==> src/rtl/acc_pkg.sv <==
// Package: shared sizes, opcode and controller-state encodings for the
// single-accumulator core. Assumes one-byte instructions, opcode on top.
package acc_pkg;
    parameter int DATA_W = 8;
    parameter int ADDR_W = 5;
    localparam int OP_W  = DATA_W - ADDR_W;
    localparam int DEPTH = 1 << ADDR_W;

    typedef enum logic [OP_W-1:0] {
        OP_LD  = 3'b000,
        OP_SUB = 3'b001,
        OP_ADD = 3'b010,
        OP_XOR = 3'b011,
        OP_ST  = 3'b100,
        OP_BR  = 3'b101,
        OP_LDI = 3'b110,
        OP_NOP = 3'b111
    } op_e;

    typedef enum logic [1:0] {
        ST_FETCH  = 2'd0,
        ST_DECODE = 2'd1,
        ST_EXEC   = 2'd2
    } state_e;
endpackage

==> src/rtl/acc_mem.sv <==
// Unified program/data memory: register array with a core read port, a peek
// read port and one write port. Assumes preload writes come only while the
// core is held in reset; they take priority over core stores.
module acc_mem #(
    parameter int DATA_W = acc_pkg::DATA_W,
    parameter int ADDR_W = acc_pkg::ADDR_W
) (
    input  logic              clk,
    input  logic              rst_n,
    input  logic              pre_we,
    input  logic [ADDR_W-1:0] pre_addr,
    input  logic [DATA_W-1:0] pre_data,
    input  logic              core_we,
    input  logic [ADDR_W-1:0] core_addr,
    input  logic [DATA_W-1:0] core_wdata,
    output logic [DATA_W-1:0] core_rdata,
    input  logic [ADDR_W-1:0] peek_addr,
    output logic [DATA_W-1:0] peek_rdata
);
    localparam int DEPTH = 1 << ADDR_W;

    logic [DATA_W-1:0] mem_q [DEPTH];

    // Write port: preload in reset, otherwise core store; no reset of contents.
    always_ff @(posedge clk) begin
        if (!rst_n) begin
            if (pre_we) mem_q[pre_addr] <= pre_data;
        end else if (core_we) begin
            mem_q[core_addr] <= core_wdata;
        end
    end

    // Combinational read ports for the core and for observation.
    always_comb begin
        core_rdata = mem_q[core_addr];
        peek_rdata = mem_q[peek_addr];
    end
endmodule

==> src/rtl/acc_ctrl.sv <==
// Fetch/decode/execute sequencer holding the program counter and the
// instruction register. Assumes a combinational memory read, so the
// instruction byte is valid in the same FETCH cycle.
module acc_ctrl #(
    parameter int DATA_W = acc_pkg::DATA_W,
    parameter int ADDR_W = acc_pkg::ADDR_W
) (
    input  logic              clk,
    input  logic              rst_n,
    input  logic [DATA_W-1:0] mem_rdata,
    output logic [ADDR_W-1:0] mem_addr,
    output logic              mem_we,
    output acc_pkg::state_e   state,
    output logic [ADDR_W-1:0] pc,
    output acc_pkg::op_e      ir_op,
    output logic [ADDR_W-1:0] ir_opd
);
    import acc_pkg::*;

    logic [DATA_W-1:0] ir_q;

    // Sequencer, program counter and instruction register update.
    always_ff @(posedge clk) begin
        if (!rst_n) begin
            state <= ST_FETCH;
            pc    <= '0;
            ir_q  <= {OP_NOP, {ADDR_W{1'b0}}};
        end else begin
            unique case (state)
                ST_FETCH: begin
                    ir_q  <= mem_rdata;
                    state <= ST_DECODE;
                end
                ST_DECODE: begin
                    pc    <= pc + 1'b1;
                    state <= ST_EXEC;
                end
                default: begin
                    if (ir_op == OP_BR) pc <= ir_opd;
                    state <= ST_FETCH;
                end
            endcase
        end
    end

    // Field split and memory address/write selection.
    always_comb begin
        ir_op    = op_e'(ir_q[DATA_W-1:ADDR_W]);
        ir_opd   = ir_q[ADDR_W-1:0];
        mem_addr = (state == ST_FETCH) ? pc : ir_opd;
        mem_we   = rst_n && (state == ST_EXEC) && (ir_op == OP_ST);
    end
endmodule

==> src/rtl/acc_dp.sv <==
// Accumulator datapath: computes the next accumulator value from the opcode,
// the operand and the memory byte. Assumes exec_en is high for exactly one
// cycle per instruction. Arithmetic wraps modulo 2**DATA_W.
module acc_dp #(
    parameter int DATA_W = acc_pkg::DATA_W,
    parameter int ADDR_W = acc_pkg::ADDR_W
) (
    input  logic              clk,
    input  logic              rst_n,
    input  logic              exec_en,
    input  acc_pkg::op_e      op,
    input  logic [ADDR_W-1:0] opd,
    input  logic [DATA_W-1:0] mem_rdata,
    output logic [DATA_W-1:0] acc
);
    import acc_pkg::*;
    localparam int EXT_W = DATA_W - ADDR_W;

    logic [DATA_W-1:0] acc_nxt;
    logic              acc_ld;

    // Result selection for each accumulator-writing opcode.
    always_comb begin
        acc_ld  = 1'b1;
        acc_nxt = acc;
        unique case (op)
            OP_LD:   acc_nxt = mem_rdata;
            OP_SUB:  acc_nxt = acc - mem_rdata;
            OP_ADD:  acc_nxt = acc + mem_rdata;
            OP_XOR:  acc_nxt = acc ^ mem_rdata;
            OP_LDI:  acc_nxt = {{EXT_W{opd[ADDR_W-1]}}, opd};
            default: acc_ld  = 1'b0;
        endcase
    end

    // Accumulator register, written only in execute.
    always_ff @(posedge clk) begin
        if (!rst_n)                 acc <= '0;
        else if (exec_en && acc_ld) acc <= acc_nxt;
    end
endmodule

==> src/rtl/acc_core.sv <==
// Top of the single-accumulator core: ties the sequencer, the datapath and
// the unified memory together and exposes preload, peek and debug ports.
// Assumes the preload port is driven only while rst_n is low.
module acc_core #(
    parameter int DATA_W = acc_pkg::DATA_W,
    parameter int ADDR_W = acc_pkg::ADDR_W
) (
    input  logic              clk,
    input  logic              rst_n,
    input  logic              pre_we,
    input  logic [ADDR_W-1:0] pre_addr,
    input  logic [DATA_W-1:0] pre_data,
    input  logic [ADDR_W-1:0] dbg_raddr,
    output logic [DATA_W-1:0] dbg_rdata,
    output logic [ADDR_W-1:0] dbg_pc,
    output logic [DATA_W-1:0] dbg_acc,
    output logic [1:0]        dbg_state
);
    import acc_pkg::*;

    state_e            st;
    op_e               ir_op;
    logic [ADDR_W-1:0] ir_opd;
    logic [ADDR_W-1:0] pc;
    logic [ADDR_W-1:0] core_addr;
    logic              core_we;
    logic [DATA_W-1:0] core_rdata;
    logic [DATA_W-1:0] acc;

    acc_ctrl #(.DATA_W(DATA_W), .ADDR_W(ADDR_W)) u_ctrl (
        .clk(clk), .rst_n(rst_n), .mem_rdata(core_rdata), .mem_addr(core_addr),
        .mem_we(core_we), .state(st), .pc(pc), .ir_op(ir_op), .ir_opd(ir_opd)
    );

    acc_dp #(.DATA_W(DATA_W), .ADDR_W(ADDR_W)) u_dp (
        .clk(clk), .rst_n(rst_n), .exec_en(st == ST_EXEC), .op(ir_op),
        .opd(ir_opd), .mem_rdata(core_rdata), .acc(acc)
    );

    acc_mem #(.DATA_W(DATA_W), .ADDR_W(ADDR_W)) u_mem (
        .clk(clk), .rst_n(rst_n), .pre_we(pre_we), .pre_addr(pre_addr),
        .pre_data(pre_data), .core_we(core_we), .core_addr(core_addr),
        .core_wdata(acc), .core_rdata(core_rdata), .peek_addr(dbg_raddr),
        .peek_rdata(dbg_rdata)
    );

    // Debug outputs.
    always_comb begin
        dbg_pc    = pc;
        dbg_acc   = acc;
        dbg_state = st;
    end
endmodule

==> config.mk <==
export PLATFORM = sky130hd
export DESIGN_NAME = acc_core
export DESIGN_NICKNAME = d
export VERILOG_FILES = /design/src/rtl/acc_pkg.sv /design/src/rtl/acc_mem.sv /design/src/rtl/acc_ctrl.sv /design/src/rtl/acc_dp.sv /design/src/rtl/acc_core.sv
export SDC_FILE = /design/constraint.sdc
export NUM_CORES = 1
export LEC_CHECK = 0
export ABC_AREA = 1
export CAP_MARGIN = 10
export CORE_ASPECT_RATIO = 0.5
export CORE_MARGIN = 2
export CORE_UTILIZATION = 50
export CTS_BUF_LIST = sky130_fd_sc_hd__clkbuf_4 sky130_fd_sc_hd__clkbuf_8
export DETAILED_ROUTE_END_ITERATION = 8
export DONT_BUFFER_PORTS = 1
export SETUP_SLACK_MARGIN = 0.4
export SLEW_MARGIN = 30
export SYNTH_ARGS = -nofsm -noshare
export SYNTH_HDL_FRONTEND = slang
export SYNTH_HIERARCHICAL = 1
export SYNTH_SLANG_ARGS = --single-unit
==> constraint.sdc <==
create_clock -name clk -period 11.05 [get_ports clk]
set_clock_uncertainty 0.05 [all_clocks]
set_input_delay 2.21 -clock clk [delete_from_list [all_inputs] [get_ports clk]]
set_output_delay 2.21 -clock clk [all_outputs]
set_load 0.02 [all_outputs]
* Yosys cells after proc, flatten, opt, wreduce, memory -nomap -nowiden
Memory sizes are Yosys's and may differ from the RTL's.
Cells that the tools add are included.
** Storage, ports and cells
- Memories :: 1
- Word-level logic and storage cells :: 44
- Bits of input ports :: 21
- Output and inout port bits :: 23
- Memory bits (writable) :: 256
- Register bits after elaboration :: 23
** Operators by class
- Reductions and logical operators :: 11
- Mux-type cells :: 15
- $add $sub $neg :: 3
- Equality and inequality tests :: 8
- Bitwise gates (word level) :: 2
** Memories
- u_mem.mem_q :: depth 32, width 8, rd ports 2, clocked after memory_dff 0, wr ports 1, RTL line acc_mem.sv:22 : logic [DATA_W-1:0] mem_q [DEPTH];
** Operator list (count)
- case mux 8 bit (5 select lines) :: 1
- 2-to-1 mux 5 bit :: 3
- case mux 5 bit (2 select lines) :: 1
- == test 3 bit (second input constant) :: 3
- adder 8 bit :: 1
- 2-to-1 mux 1 bit :: 8
- 2-to-1 mux 8 bit :: 1
- OR reduction 8 bit :: 1
- subtractor 8 bit :: 1
- XOR 8 bit :: 1
- == test 3 x 2 -> 1 bit (second input constant) :: 2
- adder 5 x 1 -> 5 bit (second input constant) :: 1
- nonzero test 5 bit :: 1
- OR reduction 5 bit :: 1
- case mux 2 bit (2 select lines) :: 1
- AND reduction 2 bit :: 2
- == test 3 x 1 -> 1 bit (second input constant) :: 1
- logical AND 1 bit :: 3
- zero test 3 bit :: 1
- == test 2 x 1 -> 1 bit (second input constant) :: 1
- == test 2 bit (second input constant) :: 1
- zero test 2 bit :: 1
- nonzero test 2 bit :: 1
- NOT 1 bit :: 1

* Longest topological paths before layout
- Depth after elaboration :: 8
- Mapped depth :: 32
- Mapped depth without buffers :: 30

* Cells and area by module
Netlist, hierarchy kept.
** By module, submodules not included
- acc_mem :: sequential area each 7687.4 µm², cells each 1552, area an instance 13297.8 µm², instances 1
- acc_dp :: sequential area each 160.2 µm², cells each 178, area an instance 1086.0 µm², instances 1
- acc_ctrl :: sequential area each 300.3 µm², cells each 107, area an instance 755.7 µm², instances 1
- acc_core :: sequential area each 0.0 µm², cells each 2, area an instance 10.0 µm², instances 1

* Worst setup path before layout
OpenSTA, ideal clock, no wires.
- Kind :: input -> output
- Start point :: input dbg_raddr[2]
- End point :: output dbg_rdata[3]
- Setup slack :: 5.605 ns
- Arrival time :: 3.185 ns
- Data required time :: 8.790 ns
- Cell stages on the path :: 9
- Path buffers :: 2
- Cells stage by stage :: clkbuf_1 -> inv_1 -> clkbuf_1 -> nand3_1 -> nand2_1 -> nand2_1 -> nand2_1 -> nand2_1 -> nand2_1
** On the way
- Longest elaborated chain between the ends :: 1
** Ends and longest elaborated chain
- start: declaration :: RTL line acc_core.sv:13 : input logic [ADDR_W-1:0] dbg_raddr,
- memory (32 x 8 bit)
- end: declaration :: RTL line acc_core.sv:14 : output logic [DATA_W-1:0] dbg_rdata,
Every way passes these cells.

* Final worst setup path
- Start point :: input dbg_raddr[0]
- End point :: output dbg_rdata[1]
Same word-level chain as after synthesis.

==> results_dict.tcl <==
set metrics [dict create \
    p_leak_nw 6.498 \
    fin_crit_sh 0.6118 \
    syn_to_final_growth_pct 6.178 \
    dr.pass1.iters 6 \
    io_pins 44 \
    start_util 0.5153 \
    ctsResizeCount 0 \
    ys_seq_area_frac 0.5378 \
    grt_use_total 0.3073 \
    final_max_slew_viol_count 0 \
    worst_pin_slew_ns 1.007 \
    utilization 0.5472 \
    drt_iter0_drc 2086 \
    clkPwrFrac 0.334 \
    cts_hold_buf 0 \
    outcome "complete, no violations" \
    drt_wl_total_mm 49.03 \
    cts_inserted_buffers 43 \
    setup_viol 0 \
    ys_types 39 \
    vias_per_cell 6.093 \
    maxCapViolCount 0 \
    clock_latency_ns 0.60 \
    crit_type "in -> out" \
    grt_pass1_wl_mm 74.15 \
    finalNonFillerCells 2215 \
    cts_root_buf "clkbuf_8" \
    rsz0062_at_grt "false" \
    seq_power_share 0.427 \
    hold_class "reg -> reg" \
    critPathCaptureType "primary output" \
    layout_common_cells "nand2_1 (816), nand3_1 (407), edfxtp_1 (256), inv_1 (53), clkbuf_8 (47)" \
    peakVddDrop_v 0.00007780 \
    clock-sinks 279 \
    ant_nets 0 \
    cts_tree "yes" \
    p_int_w 0.001852 \
    fin_setup_tns_ns 0 \
    p_switching_w 0.0009304 \
    syn_nets 1870 \
    rows 44 \
    dp_cells 2134 \
    syn_avg_cell_area_um2 8.238 \
    clockBufferDepth 3 \
    synth_cells 1839 \
    p_sw_frac 0.3344 \
    grt_max_degree 130 \
    drc 0 \
    grt-ovfl-total 0 \
    cts_htree_levels 2 \
    syn_area_um2 15150 \
    worstPathRequired_ns 8.79 \
    min_period_ns 6.760 \
    cts_setup_buffers 0 \
    core_um2 29400 \
    max-slew-margin-rel 0.3261 \
    wl_per_cell_um 22.13 \
    p_per_area_nw_per_um2 173.0 \
    dpl.hpwl_mm 29.24 \
    nets 1819 \
    die_y_um 127.1 \
    die_width_um 250.2 \
    final_hold_viol_count 0 \
    layout_commonest_cell "nand2_1" \
    grt_pass1_vias 12600 \
    gp_congestion 0.9052 \
    fmax_mhz 147.9 \
    clkTransAtPathRegs_ns 0.07 \
    io_buffers 0 \
    arrival_ns 4.50 \
    p_total_w 0.002782 \
    ys_ff_latch 279 \
    die_area_um2 31790 \
    hold_slack_ns 0.4973 \
    startpoint_type "input pin" \
    drive_gt1_frac 0.07405 \
    p_comb_frac 0.238 \
    cp_max_fo 129 \
    yosys_warnings 6 \
    antenna_found_initial 1 \
    vias 13496 \
]
-- layout make-up --
type                            instances  area (µm²)
Fill cell                            2662       13310
Sequential cell                       279        8148
Multi-Input combinational cell       1386        6198
Clock buffer                           58       729.5
Tap cell                              391       489.2
Inverter                               67       260.3
Clock inverter                         22       175.2
Timing Repair Buffer                   11       82.58
Antenna cell                            1       2.502
-- registers in the layout (all words and copies together), names as in the netlist --
name          count
u_dp/acc          8
u_ctrl/pc         5
u_mem/mem_q     256
u_ctrl/state      2
u_ctrl/ir_q       8
-- synth_stat cells, drive strengths merged --
master	count	area (µm²)
nand2	827	3147
a31oi	1	6.260
xor2	7	61.31
nor2	53	219.0
a32oi	2	17.52
nand3b	2	15.01
ha	9	112.6
xnor2	3	26.28
clkbuf	19	71.32
o21a	1	7.510
inv	66	250.2
buf	88	500.5
mux2	8	90.09
or2	3	18.77
nand3	412	2095
fa	1	20.02
nand4	6	37.54
o21ai	20	118.9
o211ai	4	30.03
dfxtp	23	460.4
a21oi	26	145.1
clkinv	1	5.000
o31ai	1	7.510
edfxtp	256	7687
-- per-stage QoR --
step                      worst slack (ns)  area (µm²)
after global placement               4.446       15170
after global routing                 4.192       16080
after CTS                            4.433       16070
after detailed placement             4.430       15170
final                                4.290       16090
after floorplan                      5.605       15150
-- power groups by stage --
stage          logic (W)  clock network [W]  registers, W
2_1_floorplan   0.000482                  0       0.00121
3_3_place_gp    0.000632                  0       0.00121
3_5_place_dp    0.000643                  0       0.00121
4_1_cts         0.000645           0.000945       0.00119
5_1_grt         0.000731           0.000991       0.00119
6_report        0.000663           0.000930       0.00119
-- worst max-delay path, cell delays in order --
cell and delay [ns]:
inv_4 0.38, buf_4 0.85, nand2_1 0.12, nand3_1 0.11
nand3_1 0.14, nand2_1 0.10, nand2_1 0.06, nand2_1 0.12
nand2_1 0.07, nand2_1 0.24
-- kinds of logic after synthesis --
logic type                 Yosys count  synth area share
AOI/OAI and AO/OA                   55           0.02197
xor gates and xnor gates            10          0.005782
adders and majority gates           10          0.008755
buffers and inverters              174           0.05459
DFF                                279            0.5378
muxes                                8          0.005947
and+or+nand+nor                   1303            0.3651
-- metal layers --
metal,track usage,part of all wire,vias to the layer above
met2,0.4789,0.44,878
met1,0.4259,0.41,6438
met4,0.1120,0.031,0
met3,0.06764,0.12,117
li1,-,-,6063
met5,0,0,-
-- final timing paths --
| check | startpoint | end | slack [ns] | cells past startpoint |
|---|---|---|---|---|
| setup reg to reg | u_ctrl/state[0]$_SDFF_PN0_ | u_dp/acc[3]$_SDFFE_PN0P_ | 4.62 | 27 |
| hold / removal | u_ctrl/ir_q[3]$_SDFFE_PN0P_ | u_ctrl/ir_q[3]$_SDFFE_PN0P_ | 0.50 | 2 |
| setup / recovery | dbg_raddr[0] | dbg_rdata[1] | 4.29 | 10 |
| hold reg to reg | u_ctrl/ir_q[3]$_SDFFE_PN0P_ | u_ctrl/ir_q[3]$_SDFFE_PN0P_ | 0.50 | 2 |
No activity file was read; power rests on OpenSTA's default activity.
